[config.mk]
export PLATFORM = sky130hd
export DESIGN_NAME = dbg_break_unit
export DESIGN_NICKNAME = d
export VERILOG_FILES = /design/src/rtl/dbg_break_pkg.sv /design/src/rtl/bp_addr_bank.sv /design/src/rtl/bp_compare.sv /design/src/rtl/break_ctrl.sv /design/src/rtl/dbg_break_unit.sv
export SDC_FILE = /design/constraint.sdc
export NUM_CORES = 1
export LEC_CHECK = 0
export ABC_AREA = 1
export BUFFER_PORTS_ARGS = -buffer_cell sky130_fd_sc_hd__buf_2
export CAP_MARGIN = 30
export CORE_MARGIN = 2
export CORE_UTILIZATION = 45
export DETAILED_ROUTE_END_ITERATION = 16
export GPL_TIMING_DRIVEN = 0
export HOLD_SLACK_MARGIN = 0.03
export PLACE_DENSITY_LB_ADDON = 0.08
export SLEW_MARGIN = 20
export SYNTH_ARGS = -nofsm -noshare
export SYNTH_HDL_FRONTEND = slang
export SYNTH_HIERARCHICAL = 1
export SYNTH_SLANG_ARGS = --single-unit
[constraint.sdc]
create_clock -name clk -period 2.15 [get_ports clk]
set_input_delay 0.645 -clock clk [delete_from_list [all_inputs] [get_ports clk]]
set_output_delay 0.645 -clock clk [all_outputs]
set_load 0.01 [all_outputs]
[src/rtl/dbg_break_pkg.sv]
package dbg_break_pkg;
  localparam int unsigned BP_ADDR_W    = 24;
  localparam int unsigned BP_COUNT     = 4;
  localparam int unsigned DBG_ADDR_W   = 8;
  localparam int unsigned DBG_DATA_W   = 8;
  localparam logic [7:0]  CTL_REG_ADDR = 8'h10;
  localparam int unsigned STEP_BIT     = 7;
endpackage

[src/rtl/bp_addr_bank.sv]
module bp_addr_bank #(
  parameter int unsigned ADDR_W = 24,
  parameter int unsigned COUNT  = 4,
  localparam int unsigned SEL_W = (COUNT > 1) ? $clog2(COUNT) : 1
) (
  input  logic                    clk,
  input  logic                    rst,
  input  logic                    wr_en,
  input  logic [SEL_W-1:0]        wr_sel,
  input  logic [ADDR_W-1:0]       wr_addr,
  output logic [COUNT*ADDR_W-1:0] bp_flat
);
  // Registers rather than RAM: all entries are compared in the same cycle.
  for (genvar k = 0; k < COUNT; k++) begin : g_bp
    logic [ADDR_W-1:0] addr_q;
    always_ff @(posedge clk) begin
      if (rst) begin
        addr_q <= '0;
      end else if (wr_en && (wr_sel == SEL_W'(k))) begin
        addr_q <= wr_addr;
      end
    end
    assign bp_flat[k*ADDR_W +: ADDR_W] = addr_q;
  end
endmodule

[src/rtl/bp_compare.sv]
module bp_compare #(
  parameter int unsigned ADDR_W = 24,
  parameter int unsigned COUNT  = 4
) (
  input  logic [COUNT*ADDR_W-1:0] bp_flat,
  input  logic [COUNT-1:0]        bp_arm,
  input  logic [ADDR_W-1:0]       fetch_addr,
  output logic                    any_hit
);
  logic [COUNT-1:0] hit_vec;

  for (genvar k = 0; k < COUNT; k++) begin : g_cmp
    assign hit_vec[k] = bp_arm[k] && (bp_flat[k*ADDR_W +: ADDR_W] == fetch_addr);
  end

  // Simultaneous hits merge into one break; no priority is needed.
  assign any_hit = |hit_vec;
endmodule

[src/rtl/break_ctrl.sv]
module break_ctrl #(
  parameter int unsigned DATA_W   = 8,
  parameter int unsigned COUNT    = 4,
  parameter int unsigned STEP_POS = 7,
  localparam int unsigned ARM_LSB = STEP_POS - COUNT
) (
  input  logic              clk,
  input  logic              rst,
  input  logic              ctl_wr,
  input  logic [DATA_W-1:0] ctl_data,
  input  logic              fetch_first,
  input  logic              any_hit,
  input  logic              strap_clk_lvl,
  input  logic              strap_data_lvl,
  output logic [COUNT-1:0]  bp_arm,
  output logic              break_req,
  output logic              halt
);
  logic step_q;
  logic halt_q;
  logic req_q;
  logic [COUNT-1:0] arm_q;
  logic trigger;

  assign trigger = fetch_first && !halt_q && (step_q || any_hit);

  always_ff @(posedge clk) begin
    if (rst) begin
      // The strap level seen on the last reset cycle decides the step bit.
      step_q <= strap_clk_lvl && !strap_data_lvl;
      arm_q  <= '0;
      halt_q <= 1'b0;
      req_q  <= 1'b0;
    end else begin
      req_q <= 1'b0;
      if (ctl_wr) begin
        step_q <= ctl_data[STEP_POS];
        arm_q  <= ctl_data[ARM_LSB +: COUNT];
      end
      if (trigger) begin
        halt_q <= 1'b1;
        req_q  <= 1'b1;
        step_q <= 1'b1;
      end else if (halt_q && ctl_wr && !ctl_data[STEP_POS]) begin
        halt_q <= 1'b0;
      end
    end
  end

  assign bp_arm    = arm_q;
  assign break_req = req_q;
  assign halt      = halt_q;
endmodule

[src/rtl/dbg_break_unit.sv]
module dbg_break_unit
  import dbg_break_pkg::*;
#(
  parameter int unsigned ADDR_W   = BP_ADDR_W,
  parameter int unsigned COUNT    = BP_COUNT,
  parameter int unsigned RADDR_W  = DBG_ADDR_W,
  parameter int unsigned DATA_W   = DBG_DATA_W,
  parameter logic [7:0]  CTL_ADDR = CTL_REG_ADDR,
  localparam int unsigned SEL_W   = (COUNT > 1) ? $clog2(COUNT) : 1
) (
  input  logic               clk,
  input  logic               rst,
  input  logic               ctl_wr_en,
  input  logic [RADDR_W-1:0] ctl_wr_addr,
  input  logic [DATA_W-1:0]  ctl_wr_data,
  input  logic               bp_wr_en,
  input  logic [SEL_W-1:0]   bp_wr_sel,
  input  logic [ADDR_W-1:0]  bp_wr_addr,
  input  logic [ADDR_W-1:0]  fetch_addr,
  input  logic               fetch_first,
  input  logic               strap_clk_lvl,
  input  logic               strap_data_lvl,
  output logic               break_req,
  output logic               halt
);
  logic [COUNT*ADDR_W-1:0] bp_flat;
  logic [COUNT-1:0]        bp_arm;
  logic                    any_hit;
  logic                    ctl_wr;

  assign ctl_wr = ctl_wr_en && (ctl_wr_addr == RADDR_W'(CTL_ADDR));

  bp_addr_bank #(.ADDR_W(ADDR_W), .COUNT(COUNT)) u_bank (
    .clk     (clk),
    .rst     (rst),
    .wr_en   (bp_wr_en),
    .wr_sel  (bp_wr_sel),
    .wr_addr (bp_wr_addr),
    .bp_flat (bp_flat)
  );

  bp_compare #(.ADDR_W(ADDR_W), .COUNT(COUNT)) u_cmp (
    .bp_flat    (bp_flat),
    .bp_arm     (bp_arm),
    .fetch_addr (fetch_addr),
    .any_hit    (any_hit)
  );

  break_ctrl #(.DATA_W(DATA_W), .COUNT(COUNT), .STEP_POS(STEP_BIT)) u_ctrl (
    .clk            (clk),
    .rst            (rst),
    .ctl_wr         (ctl_wr),
    .ctl_data       (ctl_wr_data),
    .fetch_first    (fetch_first),
    .any_hit        (any_hit),
    .strap_clk_lvl  (strap_clk_lvl),
    .strap_data_lvl (strap_data_lvl),
    .bp_arm         (bp_arm),
    .break_req      (break_req),
    .halt           (halt)
  );
endmodule

==> out/results.txt <==
Hold Vio Cnt, Final: 0
Hold_sp: u_bank/g_bp[0].addr_q[19]$_SDFFE_PP0P_
Fin util: 52.3%
Initial antenna violation count: 0
Status: complete, no violations
First-pass GRT wire length: 29300 um
HPWL Detailed: 13800 um
Mean routed wirelength per cell: 14.6 um
IO Count: 75
PwrDens: 681 nW/um2
Hold buffers post-CTS: 0
R2R Path End: u_ctrl/step_q$_DFFE_PP_
GRT Residual Overflow: 0
Skew final: 0.00564 ns
# rows: 42
Nature of the critical path startpoint: input pin
R2r setup slk: 0.28 ns
CTS max path bufs: 2
Pins Over Slew Limit: 0
Min-delay worst type: reg -> reg
Max VDD drop: 0.536 mV
First-iteration detailed-routing DRC count: 373
Reg2reg path depth: 14
Starting Density: 45.7%
Distinct cells, synth: 24
Unrepaired setup endpoints after global routing: false
Fillers: 1423
Hold path depth: 2
CP Data Required Time: 2.23 ns
Area Growth Syn to Fin: 14.4%
Total Routed Length: 18900 um
Post_cts resized: 0
Critical Path AT: 2.04 ns
Syn nets: 1116
Slew margin rel.: 45.6%
Gpl congestion: 0.958
Worst Setup End Kind: flop
Final Cycle Share: 91.2%
CTS Buf Count: 9
Final net count: 1192
Core area: 13100 um2
Slew of the pin with the lowest slew margin: 0.816 ns
Setup WS pre-CTS: -0.186 ns
Placed cell area: 6550 um2
Crit path kind: in -> reg
Synth Area per Inst: 5.75 um2
Worst r2r src: u_bank/g_bp[3].addr_q[8]$_SDFFE_PP0P_
DRC: 0
Die area: 14300 um2
Largest net degree at the start of global routing: 18
Vias in the first global route: 5537
Critical path peak fanout: 7
Sink Count: 103
Clk slew on worst S/H paths: 0.08 ns
First drt pass iteration count: 5
Tot GR Track Use: 27.5%
Die height: 119 um
I/O Buffers: 65
Inserted Diodes: 0
Warnings, synthesis: 6
Fmax: 510 MHz
Synth Register Bits: 103
Final setup margin: 0.189 ns
Register area share after synthesis: 34.5%
Setup Fix Bufs, Post-CTS: 0
Total number of vias: 5990
Clk_lat worst skew: 0.36 ns
Mapped cell area: 6000 um2
Hold Path End: u_bank/g_bp[0].addr_q[19]$_SDFFE_PP0P_
Antenna-violating nets left: 0
Crit path time final: 1.96 ns
Post-Syn Instances: 1043
Pleak: 3.65 nW
Design Area, Final: 6870 um2
H-tree levels: 3
Setup TNS: 0 ns
Fraction of layout cells with a size suffix above 1: 12.5%
# setup viols final: 0
Max Cap Viol: 0
Root Buffer: clkbuf_16
Vias per cell: 4.61
Die X: 119 um
Clock tree from TritonCTS: yes
worst max-delay path by stage:
stage | to | startpoint | depth (start not counted)
finish | u_ctrl/step_q$_DFFE_PP_ | fetch_addr[17] | 14
global route | u_ctrl/step_q$_DFFE_PP_ | fetch_addr[17] | 14
CTS | u_ctrl/step_q$_DFFE_PP_ | fetch_addr[17] | 14
detailed placement | u_ctrl/step_q$_DFFE_PP_ | fetch_addr[17] | 14
global placement | u_ctrl/step_q$_DFFE_PP_ | fetch_addr[17] | 14
floorplan | u_ctrl/step_q$_DFFE_PP_ | fetch_addr[4] | 12
Yosys cell counts (all sizes together):
library cell | n | area share (%)
edfxtp | 1 | 0.50
nor2 | 235 | 15
a21boi | 3 | 0.38
inv | 182 | 11
dfxtp | 102 | 34
buf | 31 | 3.5
xor2 | 5 | 0.73
o21ai | 22 | 1.8
nand2 | 361 | 23
nand3 | 33 | 2.9
a21oi | 25 | 2.1
xnor2 | 24 | 3.5
nand4 | 1 | 0.10
nand3b | 2 | 0.25
clkbuf | 10 | 0.63
clkinv | 3 | 0.19
o211ai | 3 | 0.38
report_power, final:
part / leakage [nW] / internal (W) / switching, W
logic: 2.66 / 0.000273 / 0.000486
clock network: 0.150 / 0.00103 / 0.000804
registers: 0.845 / 0.00201 / 0.0000714
total: 3.65 / 0.00331 / 0.00136
through the flow:
| step | total power [W] | hold WS (ns) | std cells |
|---|---|---|---|
| after floorplan | 0.00259 | 0.447 | 1043 |
| after global routing | 0.00489 | 0.511 | 1300 |
| final | 0.00467 | 0.492 | 1300 |
| after detailed placement | 0.00287 | 0.479 | 1284 |
| after global placement | 0.00287 | 0.472 | 1284 |
| after CTS | 0.00468 | 0.500 | 1300 |
registers in the layout, indices dropped and copies added (netlist names):
name                cells
u_ctrl/step_q           1
u_ctrl/bp_arm           4
u_ctrl/break_req        1
u_bank/g_bp.addr_q     96
u_ctrl/halt             1
placed cells by master, fill, tap and decap left out, types with 2 or more instances in the layout:
cell	count
nand2_1	360
o211ai_1	3
nand3_1	31
a21boi_1	3
o21ai_1	13
bufinv_16	2
clkbuf_16	9
buf_4	7
nand3_2	2
dfxtp_1	102
inv_2	19
buf_6	6
o21ai_0	9
a21oi_1	25
clkinv_1	3
buf_2	83
nor2_1	228
inv_6	2
nand3b_1	2
inv_1	163
nor2_2	7
xor2_1	5
xnor2_1	24
clkbuf_1	11
clkinvlp_4	2
per-layer routing:
metal	wire length, um	vias to the layer above	GRT usage, %	part of all wire [%]
met5	0	-	0	0
met2	8570	193	44.5	45
li1	-	3172	-	-
met1	8550	2579	36.6	45
met3	1170	46	3.75	6.2
met4	650	0	12.4	3.4
area by class of cell:
type                       count  area (um2)  share of cell area [%]
buffer                        41         248                    3.61
clock buffer                  10         229                    3.33
clock inverter                 6        92.6                    1.35
inverter                     185         694                    10.1
multi-input combinational    714        2990                    43.5
sequential                   103        2070                    30.2
tap                          176         220                    3.21
timing repair buffer          65         325                    4.74
logic make-up after synthesis:
family | after synthesis | synth area share, %
AND/OR/NAND/NOR | 632 | 40.9
flip-flops | 103 | 34.5
XOR/XNOR | 29 | 4.23
buffers and inverters | 226 | 15.7
AO/OA/AOI/OAI | 53 | 4.67
worst max-delay path, stage by stage:
cell and delay, ns:
buf_2 0.10, inv_1 0.19, o21ai_1 0.13, nor2_1 0.10, nand2_1 0.06, nor2_1 0.18
nand2_1 0.11, nor2_2 0.09, nor2_1 0.05, nand2_1 0.09, clkinv_1 0.07, nand2_1 0.07
nand2_2 0.08, nand3_1 0.08
No activity file was read; power rests on OpenSTA's default activity.
